### config.mk
export PLATFORM = sky130hd
export DESIGN_NAME = int_alu
export DESIGN_NICKNAME = d
export VERILOG_FILES = /design/src/rtl/int_alu.sv
export SDC_FILE = /design/constraint.sdc
export NUM_CORES = 1
export LEC_CHECK = 0
export ABC_AREA = 1
export ABC_CLOCK_PERIOD_IN_PS = 15800
export BUFFER_PORTS_ARGS = -buffer_cell sky130_fd_sc_hd__buf_2
export CORE_MARGIN = 2
export CORE_UTILIZATION = 25
export DETAILED_ROUTE_END_ITERATION = 8
export GPL_ROUTABILITY_DRIVEN = 1
export GPL_TIMING_DRIVEN = 1
export PLACE_DENSITY = 0.43
export SLEW_MARGIN = 20
export SYNTH_ARGS = -nofsm -noshare
export SYNTH_HDL_FRONTEND = slang
export SYNTH_SLANG_ARGS = --single-unit
### constraint.sdc
create_clock -name vclk -period 15.8
set_input_delay 0 -clock vclk [all_inputs]
set_output_delay 0 -clock vclk [all_outputs]
set_load 0.01 [all_outputs]
### src/rtl/int_alu.sv
module int_alu #(
  parameter int WIDTH = 32
) (
  input  logic [WIDTH-1:0] a_in,
  input  logic [WIDTH-1:0] b_in,
  input  logic [3:0]       op_sel,
  output logic [WIDTH-1:0] result,
  output logic             carry_out,
  output logic             overflow,
  output logic             zero
);

  localparam logic [3:0] OP_ADD  = 4'b0000;
  localparam logic [3:0] OP_ADDU = 4'b0001;
  localparam logic [3:0] OP_SUB  = 4'b0010;
  localparam logic [3:0] OP_SUBU = 4'b0011;
  localparam logic [3:0] OP_AND  = 4'b0100;
  localparam logic [3:0] OP_OR   = 4'b0101;
  localparam logic [3:0] OP_XOR  = 4'b0110;
  localparam logic [3:0] OP_NOR  = 4'b0111;
  localparam logic [3:0] OP_SLT  = 4'b1010;
  localparam logic [3:0] OP_SLTU = 4'b1011;
  localparam int         MSB     = WIDTH - 1;

  logic             do_sub;
  logic [WIDTH-1:0] b_eff;
  logic [WIDTH-1:0] sum;
  logic [WIDTH:0]   cy;
  logic             ovf_raw;
  logic             lt_signed;
  logic             lt_unsigned;

  assign do_sub = (op_sel == OP_SUB) || (op_sel == OP_SUBU) ||
                  (op_sel == OP_SLT) || (op_sel == OP_SLTU);
  assign b_eff  = b_in ^ {WIDTH{do_sub}};
  assign cy[0]  = do_sub;

  for (genvar i = 0; i < WIDTH; i++) begin : g_bit
    assign sum[i]  = a_in[i] ^ b_eff[i] ^ cy[i];
    assign cy[i+1] = (a_in[i] & b_eff[i]) | (cy[i] & (a_in[i] ^ b_eff[i]));
  end

  assign ovf_raw     = cy[WIDTH] ^ cy[MSB];
  assign lt_signed   = sum[MSB] ^ ovf_raw;
  assign lt_unsigned = ~cy[WIDTH];

  always_comb begin
    result    = '0;
    carry_out = 1'b0;
    overflow  = 1'b0;
    unique case (op_sel)
      OP_ADD, OP_SUB: begin
        result    = sum;
        carry_out = cy[WIDTH];
        overflow  = ovf_raw;
      end
      OP_ADDU, OP_SUBU: begin
        result    = sum;
        carry_out = cy[WIDTH];
      end
      OP_AND: result = a_in & b_in;
      OP_OR:  result = a_in | b_in;
      OP_XOR: result = a_in ^ b_in;
      OP_NOR: result = ~(a_in | b_in);
      OP_SLT: begin
        result[0] = lt_signed;
        carry_out = cy[WIDTH];
      end
      OP_SLTU: begin
        result[0] = lt_unsigned;
        carry_out = cy[WIDTH];
      end
      default: ;
    endcase
  end

  assign zero = ~|result;

  always_comb begin
    if (op_sel == OP_ADD || op_sel == OP_ADDU)
      AST_ADD_SUM: assert ({carry_out, result} == ({1'b0, a_in} + {1'b0, b_in}));
    if (op_sel == OP_SUB || op_sel == OP_SUBU)
      AST_SUB_DIFF: assert (result == WIDTH'(a_in - b_in));
    if (op_sel == OP_ADD && overflow)
      AST_ADD_OVF_SIGNS: assert (a_in[MSB] == b_in[MSB] && result[MSB] != a_in[MSB]);
    if (op_sel == OP_SLT || op_sel == OP_SLTU)
      AST_CMP_UPPER_CLEAR: assert (result[MSB:1] == '0 || WIDTH == 1);
    if (overflow)
      AST_OVF_SIGNED_ONLY: assert (op_sel == OP_ADD || op_sel == OP_SUB);
    if (op_sel[3:2] == 2'b01)
      AST_LOGIC_NO_CARRY: assert (!carry_out);
    if (op_sel[3] && op_sel[2:1] != 2'b01)
      AST_UNUSED_CLEAR: assert (zero && !carry_out && !overflow);
  end

endmodule

======== Word level (Yosys, flattened, before mapping) ========
Index checks and enable logic that the tools add are counted.
word-level totals
  flip-flop bits (word level) ............. 0
  word-level logic and storage cells ...... 190
cells by class
  eq/ne operators ......................... 9
  bitwise operators ....................... 168
  reduce and logical (&&, ||, !) cells .... 9
  mux-type cells .......................... 4
operator list
  kind                                                             number
  31-bit case mux with 5 select lines                              1
  1-bit XOR                                                        66
  1-bit bitwise AND                                                64
  32-bit XOR                                                       2
  32-bit bitwise AND                                               1
  32-bit inverter                                                  1
  1-bit bitwise OR                                                 32
  32-bit bitwise OR                                                1
  32-bit OR reduction                                              1
  4-bit by 3-bit == test with 1-bit output, second input constant  4
  4-bit by 2-bit == test with 1-bit output, second input constant  2
  4-bit == test, second input constant                             2
  1-bit case mux with 7 select lines                               1
  6-bit OR reduction                                               1
  4-bit by 1-bit == test with 1-bit output, second input constant  1
  4-bit logical NOT                                                1
  4-bit OR reduction                                               1
  1-bit logical OR                                                 3
  1-bit 2-to-1 mux                                                 2
  2-bit OR reduction                                               1
  1-bit logical NOT                                                1
  1-bit inverter                                                   1

======== Logic depth before layout (Yosys ltp) ========
Gate-level depths: netlist (run 1).
  depth after elaboration ................. 75
  depth in mapped cells ................... 50
  depth with buffers taken out ............ 49

======== Least setup slack after synthesis (run 1) ========
Ideal clock, no wire load.
  kind .................................... input to output
  from .................................... in op_sel[1]
  to ...................................... out zero
  cell stages on the path ................. 50
  required time ........................... 15.800 ns
  setup slack ............................. 2.043 ns
  data arrival time ....................... 13.757 ns
  cell sequence ........................... buf_6 > nand2_1 > buf_2 > o21ai_0 > fa_1 > fa_1 > fa_1 > fa_1 > fa_1 > fa_1 > fa_1 > fa_1 > fa_1 > fa_1 > fa_1 > fa_1 > fa_1 > fa_1 > [14 not listed] > fa_1 > inv_1 > fa_1 > inv_1 > fa_1 > inv_1 > fa_1 > fa_1 > inv_1 > nand2_1 > nand2_1 > nor2_1 > nand2_1 > nor2_1 > nand2_1 > nor2_1 > nand2_1 > nor2_1
between the ends
  elaborated cells between the ends (all ways) .. 182
  those cells by class .................... eq/ne: 9; mux: 2; bitwise: 164; reduce/logical: 7
RTL lines
  what                                      line    source
  start, declared                           6       input logic [3:0] op_sel,
  4-bit by 2-bit == test with 1-bit output  33, 51
  1-bit logical OR                          -
  1-bit logical OR                          33      assign do_sub = (op_sel == OP_SUB) || (op_sel == OP_SUBU) ||
  1-bit logical OR                          34      (op_sel == OP_SLT) || (op_sel == OP_SLTU);
  32-bit XOR                                35      assign b_eff = b_in ^ {WIDTH{do_sub}};
  1-bit XOR                                 40      assign cy[i+1] = (a_in[i] & b_eff[i]) | (cy[i] & (a_in[i] ^ b_eff[i]));
  1-bit bitwise AND                         40
  1-bit bitwise OR                          40
  [57 not listed]                           -
  1-bit bitwise OR                          40
  1-bit bitwise AND                         40
  1-bit bitwise OR                          40
  1-bit XOR                                 39      assign sum[i] = a_in[i] ^ b_eff[i] ^ cy[i];
  31-bit case mux with 5 select lines (*)   51      unique case (op_sel)
  named net result[31]                      7       output logic [WIDTH-1:0] result,
  32-bit OR reduction (*)                   77      assign zero = ~|result;
  1-bit logical NOT (*)                     77
  end, declared                             10      output logic zero
Mark *: on every way through the listed nets, which the timed path passes. The rest lies on a longest branch.

======== Worst setup path after layout (run 1) ========
  from .................................... in op_sel[1]
  to ...................................... out zero
between the ends
  cells in the longest elaborated chain, start to end .. 75
  elaborated cells between the ends (all ways) .. 182
  those cells by class .................... eq/ne: 9; mux: 2; bitwise: 164; reduce/logical: 7
RTL lines
  what                                      line    source
  4-bit by 2-bit == test with 1-bit output  33, 51
  1-bit logical OR                          -
  1-bit logical OR                          33
  1-bit logical OR                          34
  32-bit XOR                                35
  1-bit XOR                                 39, 40
  1-bit bitwise AND                         40
  1-bit bitwise OR                          40
  [59 not listed]                           -
  1-bit bitwise OR                          40
  1-bit bitwise AND                         40
  1-bit bitwise OR                          40
  1-bit XOR                                 43      assign ovf_raw = cy[WIDTH] ^ cy[MSB];
  1-bit XOR                                 44      assign lt_signed = sum[MSB] ^ ovf_raw;
  1-bit case mux with 7 select lines        51
  32-bit OR reduction (*)                   77
  1-bit logical NOT (*)                     77
Mark *: on every way between the ends. The rest lies on a longest branch, timed or not.

==> out/metrics.cfg, run 1 <==
[logic_synthesis]
syn_nets=769
synth.distinct_cells=24
postSynthCellCount=605
synthesis.area_um2=3759
yosysSeqAreaShare_pct=0
avgSynthCellArea_um2=6.213
synth_warnings=0

[placement]
place_inst=874
gp_congestion=0.7674
dp_hpwl_um=9231
port_buffers=103

[power]
clkPwrFrac_pct=0
total_leakage_power_uw=0.002718
p_int_uw=54.13
p_seq_share_pct=0
p_comb_share_pct=100.0
power_density_nw_per_um2=32.03
vdd_drop_max_v=0.00001291
p_sw_uw=85.99
netSwitchingFraction_pct=61.36
total_power_uw=140.1

[timing]
setup_viol=0
hold_viol_final=0
final.setup.tns_ps=0
max_freq_ghz=0.07050
rsz0062_at_grt=no
fin_crit_ps=14190
slew-limit-headroom_pct=35.95
period_share_pct=89.78
finalMaxSlewViolations=0
worst_pin_slew_ps=958.5

[worst_hold_path]
min_to=overflow
hold_depth=3
min_from=op_sel[0]
hold_path_class=in -> out

[finish]
final_util_pct=29.98
layout_common_cells=nand2_1 (148), inv_1 (137), buf_2 (103)
seq_area_um2=0
multi_input_area_um2=3072
clock_buffers=0
final_common_cell=nand2_1
nFillCells=1640
synthToLayoutAreaGrowth_pct=16.38
final_cells=876
design.final.nets=856
drive_gt1_share_pct=17.25
design.seq.count=0

[floorplanning]
start_util_pct=25.76
die_h_um=126.6
row_count=44
io_pins=103
die_w_um=126.6
core_um2=14590
die_area_um2=16030

[routing]
first_pass_iters=4
wl_per_cell_um=13.37
postRouteAntennaNets=0
vias=3716
route.detailed.drc=0
via_per_inst=4.242
routed_wl_um=11720
drtIter0Drc=142

[cts]
ctsResizeCount=0
cts_hold_buf=0
post_cts_buffers=0

[worst_setup_path]
crit_top_cell=fa_1
crit_arrival_ps=14190
cp.required_ps=15800
cpPeakStageDelay_ps=470
start_kind=input pin
crit_type=in -> out
slowest_stage=fa_1
endpoint_kind=output port
path_max_fanout=8

[flow_run]
cap_violations=0

[global_routing]
grtUsageTotal_pct=14.41
grt_pass1_wl_um=18860
grt-ovfl-total=0
grt_pass1_vias=3639
grt_max_degree=33
antenna_found_initial=2

[run_status]
status=finished clean

==> power by group through the flow <==
stage | sequential [µW] | clock [µW] | combinational (µW)
3_5_place_dp | 0 | 0 | 143
5_1_grt | 0 | 0.00000846 | 163
3_3_place_gp | 0 | 0 | 141
6_report | 0 | 0.0000169 | 140
2_1_floorplan | 0 | 0 | 92.0
4_1_cts | 0 | 0 | 143
==> final cells by class <==
class,instances,area share [%]
Inverter,139,11.93
Tap cell,184,5.263
Timing Repair Buffer,107,12.47
Multi-Input combinational cell,444,70.22
Antenna cell,2,0.1144
==> cells by family (layout without fill, tap and decap cells) <==
group,Yosys count,count (layout),synth area share [%]
xor gates and xnor gates,32,32,7.457
AOI/OAI and AO/OA,27,27,3.595
other,0,2,0
and+or+nand+nor,289,289,32.19
buffers and inverters,161,246,18.41
adders and majority gates,96,96,38.35
==> layer usage <==
| metal | vias up | global-route usage, % | routed length, µm |
|---|---|---|---|
| met5 | - | 0 | 0 |
| met4 | 0 | 0.9696 | 74 |
| met3 | 4 | 0.8435 | 452 |
| met2 | 81 | 25.67 | 5633 |
| met1 | 1686 | 20.05 | 5556 |
| li1 | 1945 | - | - |
==> synthesized netlist by cell type <==
master | number | area (µm²)
nand3_1 | 34 | 170.2
nand3b_1 | 8 | 60.06
xnor2_1 | 1 | 8.760
buf_2 | 10 | 50.05
nor3_1 | 1 | 5.000
nor2_8 | 1 | 20.02
o21ai_1 | 24 | 120.1
nand2_1 | 149 | 559.3
nor2_4 | 2 | 22.52
buf_4 | 4 | 30.03
xor2_1 | 31 | 271.5
nor2_1 | 88 | 330.3
fa_1 | 32 | 640.6
ha_1 | 64 | 800.8
or2_2 | 1 | 6.260
nand2_2 | 2 | 12.51
and3_1 | 1 | 6.260
a21oi_1 | 2 | 10.01
buf_6 | 8 | 90.09
nand2_4 | 1 | 11.26
o21ai_0 | 1 | 5.000
inv_2 | 2 | 7.510
nor2_2 | 1 | 6.260
inv_1 | 137 | 514.2
==> metrics by stage <==
stage,setup slack [ps],area (µm²),hold slack [ps]
4_1_cts,1464,4369,388.5
3_3_place_gp,1589,4369,390.1
6_report,1615,4374,401.3
2_1_floorplan,2043,3759,54.40
3_5_place_dp,1508,4369,389.9
5_1_grt,804.1,4372,412.7
==> worst max-delay path by stage <==
stage	slack, ps	end	startpoint
final	1610	zero	op_sel[1]
after global routing	800	zero	op_sel[1]
after CTS	1460	zero	op_sel[1]
after detailed placement	1510	zero	op_sel[1]
after global placement	1590	zero	op_sel[1]
after floorplan	2040	zero	op_sel[1]
==> critical path, delay by kind of cell <==
kind | cells | cell delay [ps]
buffers and inverters | 8 | 770
XOR/XNOR | 1 | 180
adder cells (fa/ha/maj) | 31 | 12530
AND/OR/NAND/NOR | 10 | 660
No activity file was read; power rests on OpenSTA's default activity.
==> inputs of run 2 (changes only) <==
Settings changed: BUFFER_PORTS_ARGS -buffer_cell sky130_fd_sc_hd__buf_2 to not set, DONT_BUFFER_PORTS set to 1, PLACE_DENSITY 0.43 to not set.
==> out/metrics.cfg, run 2 (same netlist as run 1, synthesis figures left out) <==
[timing]
slew-limit-headroom_pct=42.49
final.setup.tns_ps=0
whs_ps=78.22
setup_viol=0
period_share_pct=88.81
fin_crit_ps=14030
max_freq_ghz=0.07127
rsz0062_at_grt=no
hold_viol_final=0
finalMaxSlewViolations=0
worst_pin_slew_ps=860.6

[routing]
first_pass_iters=4
wl_per_cell_um=14.10
routed_wl_um=10870
via_per_inst=4.237
vias=3267
route.detailed.drc=0
drtIter0Drc=143
postRouteAntennaNets=0

[power]
total_power_uw=113.1
power_density_nw_per_um2=29.34
total_leakage_power_uw=0.002279
vdd_drop_max_v=0.00001143

[finish]
seq_area_um2=0
nFillCells=1662
design.seq.count=0
drive_gt1_share_pct=2.726
clock_buffers=0
post-route-cell-area_um2=3854
diodes=0
design.final.nets=753
layout_common_cells=nand2_1 (148), inv_1 (137), nor2_1 (87)
synthToLayoutAreaGrowth_pct=2.530
final_common_cell=nand2_1
multi_input_area_um2=3072

[floorplanning]
die_h_um=126.6
row_count=44
start_util_pct=25.76
core_um2=14590
die_area_um2=16030
io_pins=103
die_w_um=126.6

[placement]
dp_hpwl_um=8994
port_buffers=0
gp_congestion=0.8160
place_area_um2=3854

[worst_setup_path]
crit_top_cell=fa_1
crit_arrival_ps=14030
cpPeakStageDelay_ps=450
crit_path_end=zero
slowest_stage=buf_4
start_kind=input pin
crit_path_start=op_sel[2]
cp.depth=49
cp_num_buf_inv=8
cp.required_ps=15800
endpoint_kind=output port
cp_top_family=adder cells
crit_type=in -> out
path_max_fanout=31

[flow_run]
cap_violations=0

[global_routing]
antenna_found_initial=0
grt-ovfl-total=0
grt_pass1_wl_um=17530
grt_pass1_vias=3295
grtUsageTotal_pct=13.59
grt_max_degree=33

[cts]
cts_hold_buf=0
post_cts_buffers=0
ctsResizeCount=0

[run_status]
status=finished clean

[worst_hold_path]
hold_path_class=in -> out

==> run 2: routing by layer <==
metal / global-route usage, % / up-vias / part of all wire, %
met4: 0.1293 / 0 / 0
li1: - / 1730 / -
met3: 3.416 / 0 / 10
met1: 17.31 / 1442 / 42
met2: 24.60 / 95 / 48
met5: 0 / - / 0
==> run 2: final cells by class <==
class                      instances  share of cell area [%]
timing repair buffer               4                  0.7792
multi-input combinational        444                   79.71
tap                              184                   5.974
inverter                         139                   13.54
==> run 2: per-stage QoR <==
| step | worst slack (ps) | std cells | utilization (%) |
|---|---|---|---|
| 2_1_floorplan | 2043 | 605 | - |
| 3_3_place_gp | 1772 | 771 | 26.42 |
| 3_5_place_dp | 1614 | 771 | 26.42 |
| 4_1_cts | 1595 | 771 | 26.42 |
| 5_1_grt | 985.0 | 771 | 26.42 |
| 6_report | 1768 | 771 | 26.42 |
==> run 2: worst min path at each step <==
stage,start,to,cells after the start
final,op_sel[0],overflow,1
after global routing,op_sel[0],overflow,1
after CTS,op_sel[0],overflow,1
after detailed placement,op_sel[0],overflow,1
after global placement,op_sel[0],overflow,1
after floorplan,op_sel[0],overflow,1
==> run 2: report_power, final <==
group          total (µW)  switching (µW)  internal [µW]
Combinational         113            72.8           40.2
Clock                   0               0              0
Sequential              0               0              0
